## config.mk

```make
export PLATFORM = sky130hd
export DESIGN_NAME = wdg_timer
export DESIGN_NICKNAME = d
export VERILOG_FILES = /design/src/rtl/wdg_pkg.sv /design/src/rtl/wdg_svc_seq.sv /design/src/rtl/wdg_down_cnt.sv /design/src/rtl/wdg_pd_cnt.sv /design/src/rtl/wdg_timer.sv
export SDC_FILE = /design/constraint.sdc
export NUM_CORES = 1
export LEC_CHECK = 0
export BUFFER_PORTS_ARGS = -buffer_cell sky130_fd_sc_hd__buf_2
export CORE_UTILIZATION = 35
export CTS_CLUSTER_DIAMETER = 30
export DETAILED_ROUTE_END_ITERATION = 12
export HOLD_SLACK_MARGIN = 0.15
export PLACE_DENSITY_LB_ADDON = 0.12
export SLEW_MARGIN = 20
export SYNTH_ARGS = -nofsm -noshare
export SYNTH_HDL_FRONTEND = slang
export SYNTH_HIERARCHICAL = 1
export SYNTH_SLANG_ARGS = --single-unit
```

## constraint.sdc

```tcl
create_clock -name clk -period 2.4 [get_ports clk]
set_input_delay 0.24 -clock clk [delete_from_list [all_inputs] [get_ports clk]]
set_output_delay 0.24 -clock clk [all_outputs]
set_load 0.005 [all_outputs]
```

## src/rtl/wdg_pkg.sv

```systemverilog
package wdg_pkg;
    localparam int BUS_W = 16;
    localparam int TO_W  = 8;

    // byte offsets
    localparam logic [7:0] OFS_CTRL  = 8'h00;
    localparam logic [7:0] OFS_KICK  = 8'h02;
    localparam logic [7:0] OFS_CAUSE = 8'h04;
    localparam logic [7:0] OFS_IRQ   = 8'h06;
    localparam logic [7:0] OFS_PWRDN = 8'h08;

    localparam logic [BUS_W-1:0] KEY_ARM  = 16'h5555;
    localparam logic [BUS_W-1:0] KEY_FIRE = 16'hAAAA;

    // control bit positions
    localparam int CB_EXTSUP = 5;
    localparam int CB_SWSUP  = 4;
    localparam int CB_ROUTE  = 3;
    localparam int CB_EN     = 2;
    localparam int CB_SUSP   = 0;
    // interrupt control bit positions
    localparam int IB_IE  = 15;
    localparam int IB_STS = 14;

    typedef struct packed {
        logic [TO_W-1:0] toval;
        logic            ext_sup;
        logic            route;
        logic            en;
        logic            susp;
        logic            susp_lk;
        logic            ie;
        logic            sts;
        logic [TO_W-1:0] pre;
        logic            pd_en;
        logic            int_rst;
        logic            ext_to;
    } wdg_regs_t;
endpackage

```

## src/rtl/wdg_svc_seq.sv

```systemverilog
module wdg_svc_seq
    import wdg_pkg::*;
(
    input  logic             clk,
    input  logic             rst_n,
    input  logic             wr,
    input  logic [BUS_W-1:0] wdata,
    output logic             kick
);
    typedef struct packed {
        logic armed;
        logic kick;
    } seq_t;

    seq_t s_d, s_q;

    always_comb begin
        s_d      = s_q;
        s_d.kick = 1'b0;
        if (wr) begin
            if (wdata == KEY_ARM) begin
                s_d.armed = 1'b1;
            end else begin
                s_d.kick  = s_q.armed && (wdata == KEY_FIRE);
                s_d.armed = 1'b0;
            end
        end
    end

    always_ff @(posedge clk or negedge rst_n) begin
        if (!rst_n) s_q <= '0;
        else        s_q <= s_d;
    end

    assign kick = s_q.kick;


    kick_after_arm_chk: assert property (@(posedge clk) disable iff (!rst_n)
        s_q.kick |-> $past(s_q.armed));
endmodule

```

## src/rtl/wdg_down_cnt.sv

```systemverilog
module wdg_down_cnt #(
    parameter int CW = 8
) (
    input  logic          clk,
    input  logic          rst_n,
    input  logic          step,
    input  logic          reload,
    input  logic [CW-1:0] reload_val,
    input  logic [CW-1:0] pre,
    output logic          expire,
    output logic          pre_hit
);
    logic [CW-1:0] cnt_d, cnt_q;

    always_comb begin
        cnt_d   = cnt_q;
        expire  = 1'b0;
        pre_hit = 1'b0;
        if (reload) begin
            cnt_d = reload_val;
        end else if (step) begin
            if (cnt_q == '0) begin
                expire = 1'b1;
                cnt_d  = reload_val;
            end else begin
                cnt_d   = cnt_q - 1'b1;
                pre_hit = ((cnt_q - 1'b1) == pre);
            end
        end
    end

    always_ff @(posedge clk or negedge rst_n) begin
        if (!rst_n) cnt_q <= '0;
        else        cnt_q <= cnt_d;
    end


    hold_when_idle_chk: assert property (@(posedge clk) disable iff (!rst_n)
        (!step && !reload) |=> $stable(cnt_q));


    reload_wins_chk: assert property (@(posedge clk) disable iff (!rst_n)
        reload |=> (cnt_q == $past(reload_val)));
endmodule

```

## src/rtl/wdg_pd_cnt.sv

```systemverilog
module wdg_pd_cnt #(
    parameter int LIMIT = 64
) (
    input  logic clk,
    input  logic rst_n,
    input  logic tick,
    input  logic arm,
    output logic pulse
);
    localparam int PW = $clog2(LIMIT + 1);

    typedef struct packed {
        logic [PW-1:0] cnt;
        logic          done;
        logic          pulse;
    } pd_t;

    pd_t p_d, p_q;

    always_comb begin
        p_d       = p_q;
        p_d.pulse = 1'b0;
        if (tick && arm && !p_q.done) begin
            if (p_q.cnt == PW'(LIMIT - 1)) begin
                p_d.done  = 1'b1;
                p_d.pulse = 1'b1;
            end else begin
                p_d.cnt = p_q.cnt + 1'b1;
            end
        end
    end

    always_ff @(posedge clk or negedge rst_n) begin
        if (!rst_n) p_q <= '0;
        else        p_q <= p_d;
    end

    assign pulse = p_q.pulse;


    pd_once_chk: assert property (@(posedge clk) disable iff (!rst_n)
        p_q.pulse |=> !p_q.pulse);


    pd_quiet_chk: assert property (@(posedge clk) disable iff (!rst_n)
        !arm |=> !p_q.pulse);
endmodule

```

## src/rtl/wdg_timer.sv

```systemverilog
module wdg_timer
    import wdg_pkg::*;
#(
    parameter int ADDR_W   = 4,
    parameter int PD_LIMIT = 64
) (
    input  logic              clk,
    input  logic              por_n,
    input  logic              rst_n,
    input  logic              bus_wr,
    input  logic              bus_rd,
    input  logic [ADDR_W-1:0] bus_addr,
    input  logic [BUS_W-1:0]  bus_wdata,
    output logic [BUS_W-1:0]  bus_rdata,
    input  logic              tick_hs,
    input  logic              low_pwr,
    output logic              irq,
    output logic              int_rst,
    output logic              ext_rst_n
);
    localparam logic [ADDR_W-1:0] A_CTRL  = ADDR_W'(OFS_CTRL);
    localparam logic [ADDR_W-1:0] A_KICK  = ADDR_W'(OFS_KICK);
    localparam logic [ADDR_W-1:0] A_CAUSE = ADDR_W'(OFS_CAUSE);
    localparam logic [ADDR_W-1:0] A_IRQ   = ADDR_W'(OFS_IRQ);
    localparam logic [ADDR_W-1:0] A_PWRDN = ADDR_W'(OFS_PWRDN);

    wdg_regs_t r_d, r_q;
    logic cause_d, cause_q;

    logic wr_ctrl, wr_kick, wr_irq, wr_pwrdn;
    logic start, step, reload, kick, expire, pre_hit, pd_pulse, sw_req;
    logic [TO_W-1:0] reload_val;

    assign wr_ctrl  = bus_wr && (bus_addr == A_CTRL);
    assign wr_kick  = bus_wr && (bus_addr == A_KICK);
    assign wr_irq   = bus_wr && (bus_addr == A_IRQ);
    assign wr_pwrdn = bus_wr && (bus_addr == A_PWRDN);

    assign start      = wr_ctrl && !r_q.en && bus_wdata[CB_EN];
    assign sw_req     = wr_ctrl && !bus_wdata[CB_SWSUP];
    assign step       = tick_hs && r_q.en && !(r_q.susp && low_pwr);
    assign reload     = start || kick;
    assign reload_val = start ? bus_wdata[15:8] : r_q.toval;

    wdg_svc_seq u_seq (
        .clk   (clk),
        .rst_n (rst_n),
        .wr    (wr_kick),
        .wdata (bus_wdata),
        .kick  (kick)
    );

    wdg_down_cnt #(.CW(TO_W)) u_cnt (
        .clk        (clk),
        .rst_n      (rst_n),
        .step       (step),
        .reload     (reload),
        .reload_val (reload_val),
        .pre        (r_q.pre),
        .expire     (expire),
        .pre_hit    (pre_hit)
    );

    wdg_pd_cnt #(.LIMIT(PD_LIMIT)) u_pd (
        .clk   (clk),
        .rst_n (rst_n),
        .tick  (tick_hs),
        .arm   (r_q.pd_en),
        .pulse (pd_pulse)
    );

    always_comb begin
        r_d         = r_q;
        r_d.int_rst = sw_req;
        r_d.ext_to  = 1'b0;
        if (wr_ctrl) begin
            r_d.toval   = bus_wdata[15:8];
            r_d.ext_sup = bus_wdata[CB_EXTSUP];
            r_d.route   = bus_wdata[CB_ROUTE];
            r_d.en      = r_q.en | bus_wdata[CB_EN];
            if (!r_q.susp_lk) begin
                r_d.susp    = bus_wdata[CB_SUSP];
                r_d.susp_lk = 1'b1;
            end
        end
        if (expire) begin
            if (r_q.route) r_d.ext_to  = 1'b1;
            else           r_d.int_rst = 1'b1;
        end
        if (wr_irq) begin
            r_d.ie  = bus_wdata[IB_IE];
            r_d.pre = bus_wdata[TO_W-1:0];
            if (bus_wdata[IB_STS]) r_d.sts = 1'b0;
        end
        if (pre_hit) r_d.sts = 1'b1;
        if (wr_pwrdn) r_d.pd_en = r_q.pd_en & bus_wdata[0];
    end

    always_ff @(posedge clk or negedge rst_n) begin
        if (!rst_n) begin
            r_q         <= '0;
            r_q.ext_sup <= 1'b1;
            r_q.pd_en   <= 1'b1;
        end else begin
            r_q <= r_d;
        end
    end

    // reset cause lives on the power-on reset only
    always_comb begin
        cause_d = cause_q;
        if (sw_req) cause_d = 1'b0;
        if (expire) cause_d = 1'b1;
    end

    always_ff @(posedge clk or negedge por_n) begin
        if (!por_n) cause_q <= 1'b0;
        else        cause_q <= cause_d;
    end

    always_comb begin
        bus_rdata = '0;
        if (bus_rd) begin
            case (bus_addr)
                A_CTRL:  bus_rdata = {r_q.toval, 2'b00, r_q.ext_sup, 1'b1,
                                      r_q.route, r_q.en, 1'b0, r_q.susp};
                A_CAUSE: bus_rdata = {14'd0, cause_q, 1'b0};
                A_IRQ:   bus_rdata = {r_q.ie, r_q.sts, 6'd0, r_q.pre};
                A_PWRDN: bus_rdata = {15'd0, r_q.pd_en};
                default: bus_rdata = '0;
            endcase
        end
    end

    assign irq       = r_q.sts & r_q.ie;
    assign int_rst   = r_q.int_rst;
    assign ext_rst_n = !(r_q.ext_to || pd_pulse || !r_q.ext_sup);


    en_sticky_chk: assert property (@(posedge clk) disable iff (!rst_n)
        r_q.en |=> r_q.en);


    susp_lock_chk: assert property (@(posedge clk) disable iff (!rst_n)
        r_q.susp_lk |=> $stable(r_q.susp));


    sts_source_chk: assert property (@(posedge clk) disable iff (!rst_n)
        $rose(r_q.sts) |-> $past(pre_hit));


    route_ext_chk: assert property (@(posedge clk) disable iff (!rst_n)
        (expire && r_q.route) |=> !ext_rst_n);


    sw_req_chk: assert property (@(posedge clk) disable iff (!rst_n)
        sw_req |=> int_rst);
endmodule

```

=== After elaboration in Yosys (flattened, before gate mapping) ===
Cells that the tools add are included.

* Bits in registers: 46
* Latch bits: 0
* Bits in writable memories: 0
* Memory bits (read-only): 0
* Bits of input ports: 27
* Output and inout port bits: 19
* Word-level logic and storage cells: 91
* Memories: 0

* $add $sub $neg: 2
* Multipliers: 0
* Divide/modulo/power cells: 0
* Order comparisons: 0
* Equal/unequal tests: 8
* Shifts and indexed selects: 0
* Mux-type cells: 25
* Bitwise gates (word level): 5
* Reductions and logical operators: 32

{| class="wikitable"
|+ Operators with widths
! operator !! number
|-
| $pmux 16 s4 || 1
|-
| $mux 8 || 4
|-
| $mux 1 || 17
|-
| $eq 16x15->1 const B || 1
|-
| $eq 16x16->1 const B || 1
|-
| $mux 16 || 1
|-
| $logic_and 1x1->1 || 13
|-
| $mux 9 || 1
|-
| $eq 4x3->1 const B || 2
|-
| $eq 8x8->1 || 1
|-
| $logic_not 8->1 || 1
|-
| $reduce_and 2->1 || 4
|-
| $reduce_bool 2->1 || 4
|-
| $sub 8x1->8 const B || 1
|-
| $add 7x1->7 const B || 1
|-
| $eq 7x6->1 const B || 1
|-
| $logic_not 1->1 || 6
|-
| $eq 4x2->1 const B || 1
|-
| $eq 4x4->1 const B || 1
|-
| $logic_not 4->1 || 1
|-
| $logic_or 1x1->1 || 3
|-
| $and 1x1->1 || 2
|-
| $mux 2 || 1
|-
| $not 1->1 || 2
|-
| $or 1x1->1 || 1
|}

=== Logic depth before layout (Yosys ltp) ===
Gate-level depths: netlist of the first run.

* Word-level depth: 8
* Depth in mapped cells: 11
* Mapped depth without buffers: 10

=== Hierarchy ===
Netlist of the first run, hierarchy kept.

{| class="wikitable"
|+ Modules (own cells, without submodules)
! module !! times used !! cells an instance !! area an instance (um2) !! seq. area each (um2)
|-
| wdg_timer || 1 || 116 || 1428.9 || 678.2
|-
| wdg_down_cnt || 1 || 99 || 785.8 || 200.2
|-
| wdg_pd_cnt || 1 || 32 || 400.4 || 225.2
|-
| wdg_svc_seq || 1 || 16 || 181.4 || 50.0
|}

=== Worst setup path before layout of the first run ===
No wires, ideal clock.

* Kind: register to register
* Start: reg u_cnt.cnt_q[0]
* End: reg r_q[11] (netlist bit)
* Library setup time: 82 ps
* Arrival: 2576 ps
* Required time: 2318 ps
* Path slack: -258 ps
* Cell stages (with the launch flop): 11
* Path buffers: 1
* Clock period less this slack: 2658 ps
* Cell sequence: dfrtp_1 buf_2 inv_1 ha_1 or3b_2 or3_2 xnor2_1 a221oi_1 nor4b_1 inv_1 a31oi_1

* Longest elaborated chain between the ends: 7
* Elaborated cells on any way between the ends: 10
* Classes of those cells: 1 x add/sub; 1 x eq/ne; 4 x mux; 4 x reduce/logical

{| class="wikitable"
|+ RTL lines
! element !! line !! RTL
|-
| start, declared || wdg_down_cnt.sv:13 || <nowiki>logic [CW-1:0] cnt_d, cnt_q;</nowiki>
|-
| start signal, assigned || wdg_down_cnt.sv:34 || <nowiki>else cnt_q <= cnt_d;</nowiki>
|-
| $sub 8x1->8 || wdg_down_cnt.sv:27 || <nowiki>pre_hit = ((cnt_q - 1'b1) == pre);</nowiki>
|-
| $eq 8x8->1 || wdg_down_cnt.sv:27 ||
|-
| $mux 1 * || wdg_down_cnt.sv:22 || <nowiki>if (cnt_q == '0) begin</nowiki>
|-
| $mux 1 * || wdg_down_cnt.sv:21 || <nowiki>end else if (step) begin</nowiki>
|-
| $mux 1 * || wdg_down_cnt.sv:19 || <nowiki>if (reload) begin</nowiki>
|-
| via pre_hit || wdg_timer.sv:31 || <nowiki>logic start, step, reload, kick, expire, pre_hit, pd_pulse, sw_req;</nowiki>
|-
| $reduce_bool 2->1 (no line) || - ||
|-
| $reduce_and 2->1 (no line) || - ||
|-
| end signal, assigned || wdg_timer.sv:105 || <nowiki>r_q <= r_d;</nowiki>
|-
| end, declared || wdg_timer.sv:27 || <nowiki>wdg_regs_t r_d, r_q;</nowiki>
|}

Mark *: on every way through the listed nets, which the timed path passes. The rest lies on a longest branch.
A chain may end at the register's enable or synchronous reset.

=== Worst setup path in the final report of the first run ===
* Start: reg u_cnt.cnt_q[1]
* End: reg r_q[11] (netlist bit)

Same word-level chain as after synthesis.

==> key figures, run 1 <==
STA
  • Fmax: 0.446 GHz
  • Final setup violation count: 0
  • Worst-Margin Slew: 0.776 ns
  • Min Tclk post-route: 2.24 ns
  • Max Slew Vio Count: 0
  • Fin Hold WS: 0.213 ns
  • Period utilisation layout: 0.935
  • Rel. slew slack: 0.482
  • Setup_tns: 0 ns
  • Final Skew: 0.00911 ns
  • RSZ-0062 raised after global routing: no
  • Final hold violation count: 0

GRT
  • First-pass GRT wire length: 11900 um
  • Gr ovfl total: 0
  • Initial antenna violation count: 0
  • Vias in the first global route: 2140
  • Largest net degree at the start of global routing: 26
  • GRT Total Usage: 0.185

Drt
  • ANT nets after route: 0
  • Wire per inst: 17.2 um
  • DR pass1 iterations: 4
  • Routed WL: 7330 um
  • Residual DRC: 0
  • Via/cell ratio: 5.28
  • DR vias: 2248
  • DR iter-0 viols: 80

Pwr
  • Total chip power: 2.55 mW
  • LEAKAGE: 1.53 nW
  • VDD IR max: 0.290 mV
  • Pwr dens: 763 nW/um2

Clock network
  • Max Buffers Root-to-Sink: 2
  • CTS H-Tree Depth: 2
  • CTS clk-pin slew, worst paths: 0.10 ns
  • Num Clock Sinks: 46
  • CTS Buf Count: 5
  • Clk Latency, worst-skew pair: 0.30 ns
  • CTS tree: done
  • Clk root buf: clkbuf_8

Placed design
  • Cells after DPL: 416
  • I/O Buffers: 45
  • HPWL Detailed: 5630 um
  • GPL Wtd Cong: 0.865
  • Area post-placement: 3220 um2

Logic synthesis
  • Avg Cell Area, Syn: 10.6 um2
  • Yosys warnings: 6
  • Seq/Total Area, Yosys: 0.413
  • Async SR Flop Fraction: 1.00
  • Syn nets: 293
  • Synthesized flop and latch total: 46
  • Post-synth top area cell: dfrtp_1
  • Post-synth EDFFs: 0
  • Instance count of the mapped netlist: 263
  • Ranking of synthesized cells by area: dfrtp_1 (39%), mux2_2 (8.5%), mux2_4 (4.3%), nor2_1 (2.7%), a21oi_1 (2.1%)
  • Main flop type after synthesis: dfrtp_1
  • Unique masters post-synth: 65
  • Share of the synthesized area in the top cell type: 0.394
  • Netlist Area Pre-Place: 2800 um2

Critical path
  • Worst Setup End Kind: register
  • Crit-path max FO: 3
  • Critical Path Max Stage Delay: 0.40 ns
  • Worst Path Buf+Inv: 1
  • R2R Path End: r_q[11]$_DFFE_PN0P_
  • WP data required: 2.63 ns
  • CP cell instances: inv_2 > ha_4 > or3b_4 > or3_4 > xnor2_1 > a221oi_1 > nor4b_4 > nor2_1 > a31oi_1
  • FF-to-FF setup slack: 0.16 ns
  • Critical Path AT: 2.48 ns
  • CP delay by family, top: simple AND/OR/NAND/NOR gates
  • Setup CP Type: reg2reg
  • CP startpoint kind: register
  • Crit-path slowest cell: dfrtp_1
  • Worst R2R Start: u_cnt/cnt_q[1]$_DFFE_PN0P_
  • Register-to-Register Path Depth: 9

Floorplan
  • Row Count: 32
  • Die W: 91.4 um
  • Io pins: 46
  • Placeable core area: 7730 um2
  • Die area: 8350 um2
  • Initial Util: 0.362
  • Height of the die: 91.4 um

Layout
  • Synthesis-to-layout area growth: 19.6%
  • ANT cells: 0
  • Post-route cell area: 3350 um2
  • Sequential Area: 1150 um2
  • Layout cell share with drive strength beyond 1: 0.386
  • Multi-input gate area in the final layout: 1570 um2
  • Nets: 353
  • Fill cells: 768
  • Non-Filler Instances: 426

Min path
  • Min-delay src: bus_wdata[14]
  • Worst Hold End: r_q[11]$_DFFE_PN0P_
  • Worst Hold Class: in2reg
  • Hold path cells: 2

Outcome
  • Status: completed

Job
  • Max Cap Viol: 0
==> cell usage after synthesis, types with 2 or more instances <==
cell,count
a21boi_2,2
and2_1,2
nand4b_1,2
xor2_1,5
mux2i_1,4
xnor2_1,5
dfrtp_1,44
o22ai_1,3
nor2_1,20
nand2b_1,6
ha_1,3
mux2_2,21
nor4bb_1,3
nand2_1,13
o22a_1,3
or2_2,2
o21ai_0,8
nor2b_1,4
buf_6,3
a22oi_1,5
buf_2,3
or3_1,5
nor3_1,6
mux2_4,8
a31oi_1,4
nand3_1,6
a221oi_1,2
o21a_1,2
nor4b_1,2
clkbuf_1,3
and3_1,9
dfstp_2,2
nand3b_1,4
a21oi_1,12
inv_1,7
==> layer usage <==
metal,track usage,part of all wire,wire length (um)
met2,0.269,0.44,3200
met5,0,0,0
met1,0.282,0.50,3680
met3,0.0276,0.052,379
met4,0.0489,0.0097,71
==> area by class of cell <==
| class | instances | area share |
|---|---|---|
| Timing Repair Buffer | 64 | 0.111 |
| Multi-Input combinational cell | 199 | 0.470 |
| Clock inverter | 3 | 0.00748 |
| Tap cell | 102 | 0.0381 |
| Sequential cell | 46 | 0.345 |
| Clock buffer | 5 | 0.0206 |
| Inverter | 7 | 0.00785 |
==> logic make-up (layout without fill, tap and decap cells) <==
kind of cell | Yosys count | count (layout) | synth area share
AND/OR/NAND/NOR | 101 | 101 | 0.230
flip-flops | 46 | 46 | 0.413
AO/OA/AOI/OAI | 52 | 52 | 0.133
buffers and inverters | 18 | 79 | 0.0376
adder cells (fa/ha/maj) | 3 | 3 | 0.0134
multiplexers | 33 | 33 | 0.142
XOR/XNOR | 10 | 10 | 0.0313
==> how the worst max path moves through the flow <==
stage | startpoint | end | slack, ns | cells past startpoint
5_1_grt | u_cnt/cnt_q[0]$_DFFE_PN0P_ | r_q[11]$_DFFE_PN0P_ | 0.01 | 9
6_report | u_cnt/cnt_q[1]$_DFFE_PN0P_ | r_q[11]$_DFFE_PN0P_ | 0.16 | 9
4_1_cts | u_cnt/cnt_q[1]$_DFFE_PN0P_ | r_q[11]$_DFFE_PN0P_ | 0.06 | 9
3_3_place_gp | u_cnt/cnt_q[1]$_DFFE_PN0P_ | r_q[11]$_DFFE_PN0P_ | 0.09 | 9
2_1_floorplan | u_cnt/cnt_q[0]$_DFFE_PN0P_ | r_q[11]$_DFFE_PN0P_ | 0.03 | 10
3_5_place_dp | u_cnt/cnt_q[1]$_DFFE_PN0P_ | r_q[11]$_DFFE_PN0P_ | 0.1 | 9
==> through the flow <==
step                worst slack (ns)  utilization
detailed placement            0.0975        0.417
CTS                           0.0625        0.432
floorplan                     0.0317            -
global placement              0.0922        0.417
global route                  0.0145        0.433
finish                         0.156        0.433
==> worst reg2reg max path, cell delays in order, from the launching register on <==
cell and delay (ns):
dfrtp_1 0.40, inv_2 0.08, ha_4 0.13, or3b_4 0.37, or3_4 0.39, xnor2_1 0.13, a221oi_1 0.24, nor4b_4 0.26
nor2_1 0.06, a31oi_1 0.13
==> report_power, final <==
group	switching (mW)	leakage, nW	internal, mW
Sequential	0.187	0.579	0.946
Clock	0.291	0.0447	0.211
Combinational	0.430	0.902	0.487
Total	0.908	1.53	1.64
==> sequential cells by signal, indices dropped and copies added (netlist names) <==
name	count
u_cnt/cnt_q	8
r_q	25
u_pd/pulse	1
u_seq/kick	1
int_rst	1
u_seq/s_q	1
cause_q	1
u_pd/p_q	8
==> placed cells by master, fill, tap and decap left out, drive strengths merged, types with 4 or more instances in the layout <==
master	n
nor3	7
a21oi	12
nand2b	6
nand3b	4
clkbuf	5
o21ai	8
dfrtp	44
a22oi	5
o22a	4
inv	8
or3	6
nor2	21
mux2i	4
buf	62
mux2	29
a31oi	4
nor2b	4
and3	9
nand3	7
xor2	5
nand2	14
xnor2	5
==> repair_timing <==
| item | 4_1_cts | 5_1_grt |
|---|---|---|
| setup endpoints to repair | 0 | 1 |
| gates resized for setup | 0 | 3 |
| endpoints found under the hold margin | 44 | 0 |
| buffers inserted | 0 | 0 |
| hold buffers | 2 | 0 |
No activity file was read; power rests on OpenSTA's default activity.
==> run 2, diff against run 1 <==
- ABC_AREA: not set -> 1
==> key figures, run 2 <==
Logic synthesis
  • Ranking of synthesized cells by area: dfrtp_1 (38%), nand2_1 (19%), nand3_1 (7.5%), inv_1 (6.7%), nor2_1 (4.6%)
  • Avg Cell Area, Syn: 7.08 um2 (-33%)
  • Instance count of the mapped netlist: 412 (+57%)
  • Unique masters post-synth: 33 (-49%)
  • Synthesized flop and latch total: 46 (unchanged)
  • Main flop type after synthesis: dfrtp_1
  • Syn nets: 442 (+51%)
  • Post-synth EDFFs: 0 (unchanged)
  • Share of the synthesized area in the top cell type: 0.377 (-0.0164)
  • Async SR Flop Fraction: 1.00 (unchanged)
  • Yosys warnings: 6 (unchanged)
  • Post-synth top cells: nand2_1 (146), inv_1 (52), dfrtp_1 (44), nand3_1 (44), nor2_1 (36)
  • Post-synth top area cell: dfrtp_1
  • Netlist Area Pre-Place: 2920 um2 (+4.3%)
  • Seq/Total Area, Yosys: 0.395 (-0.0172)
  • Most common cell in the netlist: nand2_1

Pwr
  • Logic pwr share: 0.384 (+0.025)
  • Internal power: 1.54 mW (-6.3%)
  • Net Sw Power: 1.05 mW (+16%)
  • Clock group share of total power: 0.194 (-0.003)
  • Reg power frac: 0.423 (-0.021)
  • LEAKAGE: 1.80 nW (+18%)
  • Pwr dens: 776 nW/um2 (+1.7%)
  • Switching Share: 0.405 (+0.0494)
  • VDD IR max: 0.248 mV (-14%)

Drt
  • DR pass1 iterations: 4 (unchanged)
  • Wire length on met2: 3690 um (+15%)
  • Met3 Wirelength: 183 um (-52%)
  • Wire per inst: 13.5 um (-22%)
  • DR vias: 2722 (+21%)
  • Routed WL: 7610 um (+3.8%)
  • Metal-1 WL: 3660 um (-0.57%)
  • DR top layer: met4
  • ANT nets after route: 0 (unchanged)
  • Via/cell ratio: 4.83 (-8.5%)
  • DR iter-0 viols: 141 (+76%)
  • Residual DRC: 0 (unchanged)

Layout
  • Most frequent cells in the layout: nand2_1 (146), inv_1 (52), buf_2 (45)
  • Synthesis-to-layout area growth: 14.4%
  • Largest regs: r_q: 25 flops, u_cnt/cnt_q: 8 flops, u_pd/p_q: 8 flops
  • Fin util: 0.423 (-0.00974)
  • ANT cells: 0 (unchanged)
  • Nets: 491 (+39%)
  • Most common cell after layout, fill and taps aside: nand2_1
  • Max reg flops: 25 (unchanged)
  • Post-route cell area: 3340 um2 (-0.22%)
  • Reg with most FFs: r_q
  • Layout cell share with drive strength beyond 1: 0.190 (-0.195)

Clock network
  • CTS tree: done
  • CTS clk-pin slew, worst paths: 0.09 ns (about the same)
  • Number of hold buffers added after cts: 2 (unchanged)
  • Clk Latency, worst-skew pair: 0.31 ns (about the same)
  • CTS Buf Count: 5 (unchanged)
  • Max Buffers Root-to-Sink: 2 (unchanged)
  • Setup bufs post-CTS: 0 (unchanged)
  • Clk root buf: clkbuf_8
  • Cts repair resizes: 0 (unchanged)
  • Num Clock Sinks: 46 (unchanged)
  • CTS H-Tree Depth: 2 (unchanged)

Critical path
  • Critical Path Sink: u_cnt/cnt_q[7]$_DFFE_PN0P_
  • Worst R2R Start: r_q[15]$_DFFE_PN0P_
  • Setup CP Type: reg2reg
  • Worst Setup End Kind: register
  • Worst setup startpoint: r_q[15]$_DFFE_PN0P_
  • CP startpoint kind: register
  • Critical Path AT: 2.24 ns (-0.24 ns)
  • Register-to-Register Path Depth: 7 (-2)
  • WP data required: 2.63 ns (about the same)
  • FF-to-FF setup slack: 0.38 ns (+0.23 ns)
  • R2R Path End: u_cnt/cnt_q[7]$_DFFE_PN0P_
  • Crit-path max FO: 15 (+12)

STA
  • Fin Hold WS: 0.194 ns (-0.0192 ns)
  • Final setup violation count: 0 (unchanged)
  • Max Slew Vio Count: 0 (unchanged)
  • Min Tclk post-route: 2.02 ns (-0.228 ns)
  • Period utilisation layout: 0.840 (-0.0948)
  • Final hold violation count: 0 (unchanged)
  • Fmax: 0.496 GHz (+11%)
  • Final Skew: 0.0120 ns (+0.00291 ns)
  • Setup_tns: 0 ns (unchanged)
  • Rel. slew slack: 0.658 (+0.176)
  • Worst-Margin Slew: 0.512 ns (-0.264 ns)
  • RSZ-0062 raised after global routing: no

Floorplan
  • Io pins: 46 (unchanged)
  • Initial Util: 0.370 (+0.00804)
  • Row Count: 32 (unchanged)
  • Die W: 93.3 um (+2.1%)
  • Height of the die: 93.3 um (+2.1%)
  • Placeable core area: 7890 um2 (+2.1%)
  • Die area: 8710 um2 (+4.2%)

GRT
  • Largest net degree at the start of global routing: 30 (+15%)
  • Gr ovfl total: 0 (unchanged)
  • Vias in the first global route: 2551 (+19%)
  • First-pass GRT wire length: 12700 um (+7.1%)
  • Initial antenna violation count: 0 (unchanged)
  • GRT Total Usage: 0.190 (+0.00515)

Placed design
  • HPWL Detailed: 6030 um (+7.1%)
  • GPL Wtd Cong: 0.822 (-4.9%)
  • I/O Buffers: 45 (unchanged)
  • Area post-placement: 3220 um2 (about the same)

Min path
  • Hold path cells: 3 (+1)
  • Worst Hold Class: in2reg

Outcome
  • Status: completed

Job
  • Max Cap Viol: 0 (unchanged)
[run 2: cell count changes after synthesis, moves of 7 or more]
cell / delta
and3_1: -9
mux2_2: -21
nand3_1: +38
nor2_1: +16
inv_1: +45
nand2_1: +133
nor2_4: +7
mux2_4: -8
[run 2: logic make-up after synthesis]
family / count (synthesis) / share of synthesized area
and+or+nand+nor: 253 / 0.386
buffers and inverters: 64 / 0.0961
DFF: 46 / 0.395
AOI/OAI and AO/OA: 40 / 0.0871
xor gates and xnor gates: 6 / 0.0227
adders and majority gates: 3 / 0.0129
[run 2: per-layer routing]
| metal | vias up | global-route usage |
|---|---|---|
| met5 | - | 0 |
| met1 | 1279 | 0.259 |
| met4 | 0 | 0.0462 |
| met2 | 34 | 0.318 |
| li1 | 1402 | - |
| met3 | 7 | 0.0276 |
[run 2: cell type report]
type                       count  area (um2)
fill                         842        4550
multi-input combinational    302        1480
sequential                    46        1150
timing repair buffer          50         268
inverter                      56         210
tap                          102         128
clock buffer                   6        82.6
clock inverter                 2        12.5
[run 2: worst min path at each step]
stage | from | to
floorplan | por_n | cause_q$_DFFE_PN0P_
global placement | por_n | cause_q$_DFFE_PN0P_
detailed placement | por_n | cause_q$_DFFE_PN0P_
CTS | bus_wdata[3] | r_q[16]$_DFFE_PN0P_
global route | bus_wdata[5] | r_q[17]$_DFFE_PN1P_
finish | bus_wdata[3] | r_q[16]$_DFFE_PN0P_
[run 2: power by group through the flow]
stage	Combinational [mW]	Sequential (mW)	Clock [mW]
floorplan	0.773	1.06	0
global placement	0.975	1.11	0
detailed placement	0.988	1.11	0
CTS	1.00	1.09	0.518
global route	1.14	1.12	0.545
finish	0.994	1.09	0.501
[run 2: through the flow]
step           power [mW]  instances  setup slack (ns)
4_1_cts              2.61        564             0.413
6_report             2.59        564             0.383
2_1_floorplan        1.83        412             0.798
3_3_place_gp         2.08        554             0.519
3_5_place_dp         2.10        554             0.421
5_1_grt              2.80        564             0.237
[run 2: worst max-delay path, stage by stage, from the launching register on]
cell     delay (ns)
dfrtp_1        0.43
nor2_2         0.36
nand2_4        0.14
nand2_1        0.18
nor2_1         0.09
inv_1          0.40
o21ai_0        0.19
o22ai_1        0.15
==> run 3, diff against run 2 <==
- clock period: 2.4 -> 1.8 ns (I/O delays scaled with it)
==> key figures, run 3 (synthesis gave the netlist of run 2 again) <==
Outcome
  • Status: completed

Pwr
  • VDD IR max: 0.412 mV (+66%)
  • Net Sw Power: 1.41 mW (+35%)
  • LEAKAGE: 1.85 nW (+2.6%)
  • Switching Share: 0.398 (-0.00717)
  • Logic pwr share: 0.386 (+0.002)
  • Internal power: 2.13 mW (+39%)
  • Reg power frac: 0.414 (-0.009)
  • Pwr dens: 1030 nW/um2 (+33%)
  • Clock group share of total power: 0.200 (+0.006)
  • Total chip power: 3.55 mW (+37%)

Layout
  • Layout cell share with drive strength beyond 1: 0.202 (+0.0112)
  • Most common cell after layout, fill and taps aside: nand2_1
  • Multi-input gate area in the final layout: 1500 um2 (+0.76%)
  • Fill cells: 822 (-2.4%)
  • Reg with most FFs: r_q
  • Post-route cell area: 3440 um2 (+3.0%)
  • Sequential Area: 1150 um2 (unchanged)
  • Max reg flops: 25 (unchanged)
  • Most frequent cells in the layout: nand2_1 (146), inv_1 (52), buf_2 (45)
  • Nets: 500 (+1.8%)
  • Largest regs: r_q: 25 flops, u_cnt/cnt_q: 8 flops, u_pd/p_q: 8 flops
  • Synthesis-to-layout area growth: 17.9%
  • ANT cells: 0 (unchanged)

Clock network
  • Clk root buf: clkbuf_8
  • CTS tree: done
  • CTS clk-pin slew, worst paths: 0.09 ns (about the same)
  • Max Buffers Root-to-Sink: 2 (unchanged)
  • CTS Buf Count: 5 (unchanged)
  • Num Clock Sinks: 46 (unchanged)
  • CTS H-Tree Depth: 2 (unchanged)
  • Clk Latency, worst-skew pair: 0.30 ns (about the same)

Critical path
  • Most frequent CP cell: inv_1
  • Setup CP Type: reg2reg
  • CP cell instances: inv_1 > ha_1 > nand2_1 > nor2_4 > inv_1 > nor3_2 > inv_1 > o21ai_0
  • Worst R2R Start: u_cnt/cnt_q[0]$_DFFE_PN0P_
  • Crit-path slowest cell: dfrtp_1
  • Critical Path AT: 1.81 ns (-0.43 ns)
  • Worst Setup End Kind: register
  • Critical Path Max Stage Delay: 0.41 ns (-0.02 ns)
  • Crit-path max FO: 3 (-12)
  • WP data required: 2.02 ns (-0.61 ns)
  • Worst setup startpoint: u_cnt/cnt_q[0]$_DFFE_PN0P_
  • CP startpoint kind: register
  • FF-to-FF setup slack: 0.21 ns (-0.17 ns)

GRT
  • Vias in the first global route: 2563 (+0.47%)
  • Gr ovfl total: 0 (unchanged)
  • Global-route met1 utilization: 0.253 (-0.00616)
  • GRT Total Usage: 0.186 (-0.00440)
  • Met3 Track Usage GR: 0.0276 (unchanged)
  • First-pass GRT wire length: 12400 um (-2.4%)
  • Largest net degree at the start of global routing: 46 (+53%)
  • Initial antenna violation count: 0 (unchanged)
  • Met2 GRT Util: 0.306 (-0.0123)
  • Global route hottest layer: met2

Job
  • Max Cap Viol: 0 (unchanged)

Drt
  • Routed WL: 7510 um (-1.4%)
  • DR pass1 iterations: 4 (unchanged)
  • DR vias: 2721 (-0.037%)
  • Via/cell ratio: 4.75 (-1.6%)
  • ANT nets after route: 0 (unchanged)
  • Residual DRC: 0 (unchanged)
  • DR iter-0 viols: 117 (-17%)
  • Wire per inst: 13.1 um (-2.9%)

STA
  • Rel. slew slack: 0.606 (-0.0522)
  • Min Tclk post-route: 1.59 ns (-0.431 ns)
  • Setup_tns: 0 ns (unchanged)
  • RSZ-0062 raised after global routing: no
  • Worst-Margin Slew: 0.591 ns (+0.0788 ns)
  • Final Skew: 0.00501 ns (-0.00700 ns)
  • Final hold violation count: 0 (unchanged)
  • Fmax: 0.631 GHz (+27%)
  • Final setup violation count: 0 (unchanged)
  • Worst setup margin: 0.215 ns (-0.169 ns)
  • Max Slew Vio Count: 0 (unchanged)
  • Fin Hold WS: 0.155 ns (-0.0397 ns)
  • Period utilisation layout: 0.881 (+0.0405)

Floorplan
  • Die W: 93.3 um (unchanged)
  • Height of the die: 93.3 um (unchanged)
  • Io pins: 46 (unchanged)
  • Row Count: 32 (unchanged)
  • Placeable core area: 7890 um2 (unchanged)
  • Die area: 8710 um2 (unchanged)
  • Initial Util: 0.370 (unchanged)

Placed design
  • GPL Wtd Cong: 0.866 (+5.3%)
  • HPWL Detailed: 5870 um (-2.7%)
  • Area post-placement: 3250 um2 (+0.70%)
  • I/O Buffers: 45 (unchanged)
  • Pre-CTS WS: 0.0520 ns (-0.369 ns)

Min path
  • Worst Hold Class: in2reg
  • Min-delay src: bus_wdata[12]
## run 3: power groups by stage
stage / Clock [mW] / Combinational (mW) / Sequential [mW]
after global placement: 0 / 1.34 / 1.49
after CTS: 0.736 / 1.37 / 1.47
after detailed placement: 0 / 1.35 / 1.49
after floorplan: 0 / 1.03 / 1.41
after global routing: 0.762 / 1.57 / 1.49
final: 0.708 / 1.37 / 1.47
## run 3: stage by stage
stage,utilization,instances
6_report,0.436,573
4_1_cts,0.434,572
2_1_floorplan,-,412
3_5_place_dp,0.411,557
3_3_place_gp,0.411,557
5_1_grt,0.436,573
## run 3: critical path, delay by kind of cell, from the launching register on
| kind | cells | cell delay, ns |
|---|---|---|
| AOI/OAI and AO/OA | 1 | 0.17 |
| adders and majority gates | 1 | 0.16 |
| DFF | 1 | 0.41 |
| buffers and inverters | 3 | 0.29 |
| and+or+nand+nor | 3 | 0.48 |
## run 3: worst paths after layout
path / to / depth (start not counted)
worst max-delay path: int_rst$_DFF_PN0_ / 8
worst min-delay path: r_q[22]$_DFFE_PN0P_ / 3
worst max register to register: int_rst$_DFF_PN0_ / 8
worst min register to register: u_pd/pulse$_DFF_PN0_ / 1
max in group asynchronous: u_pd/p_q[3]$_DFFE_PN0P_ / 3
min in group asynchronous: cause_q$_DFFE_PN0P_ / 2
## run 3: area by class of cell
cell class,count,area share
Clock buffer,7,0.0280
Clock inverter,1,0.00255
Inverter,56,0.0611
Multi-Input combinational cell,302,0.435
Sequential cell,46,0.335
Tap cell,102,0.0371
Timing Repair Buffer,59,0.101
## run 3: repair_timing
item	4_1_cts	5_1_grt
endpoints found under the hold margin	49	0
gates resized for setup	0	3
setup endpoints to repair	0	2
buffers inserted	0	1
hold buffers	7	0
## run 3: per-layer routing
metal	vias up	part of all wire
li1	1413	-
met2	37	0.48
met5	-	0
met3	11	0.026
met1	1260	0.47
met4	0	0.018
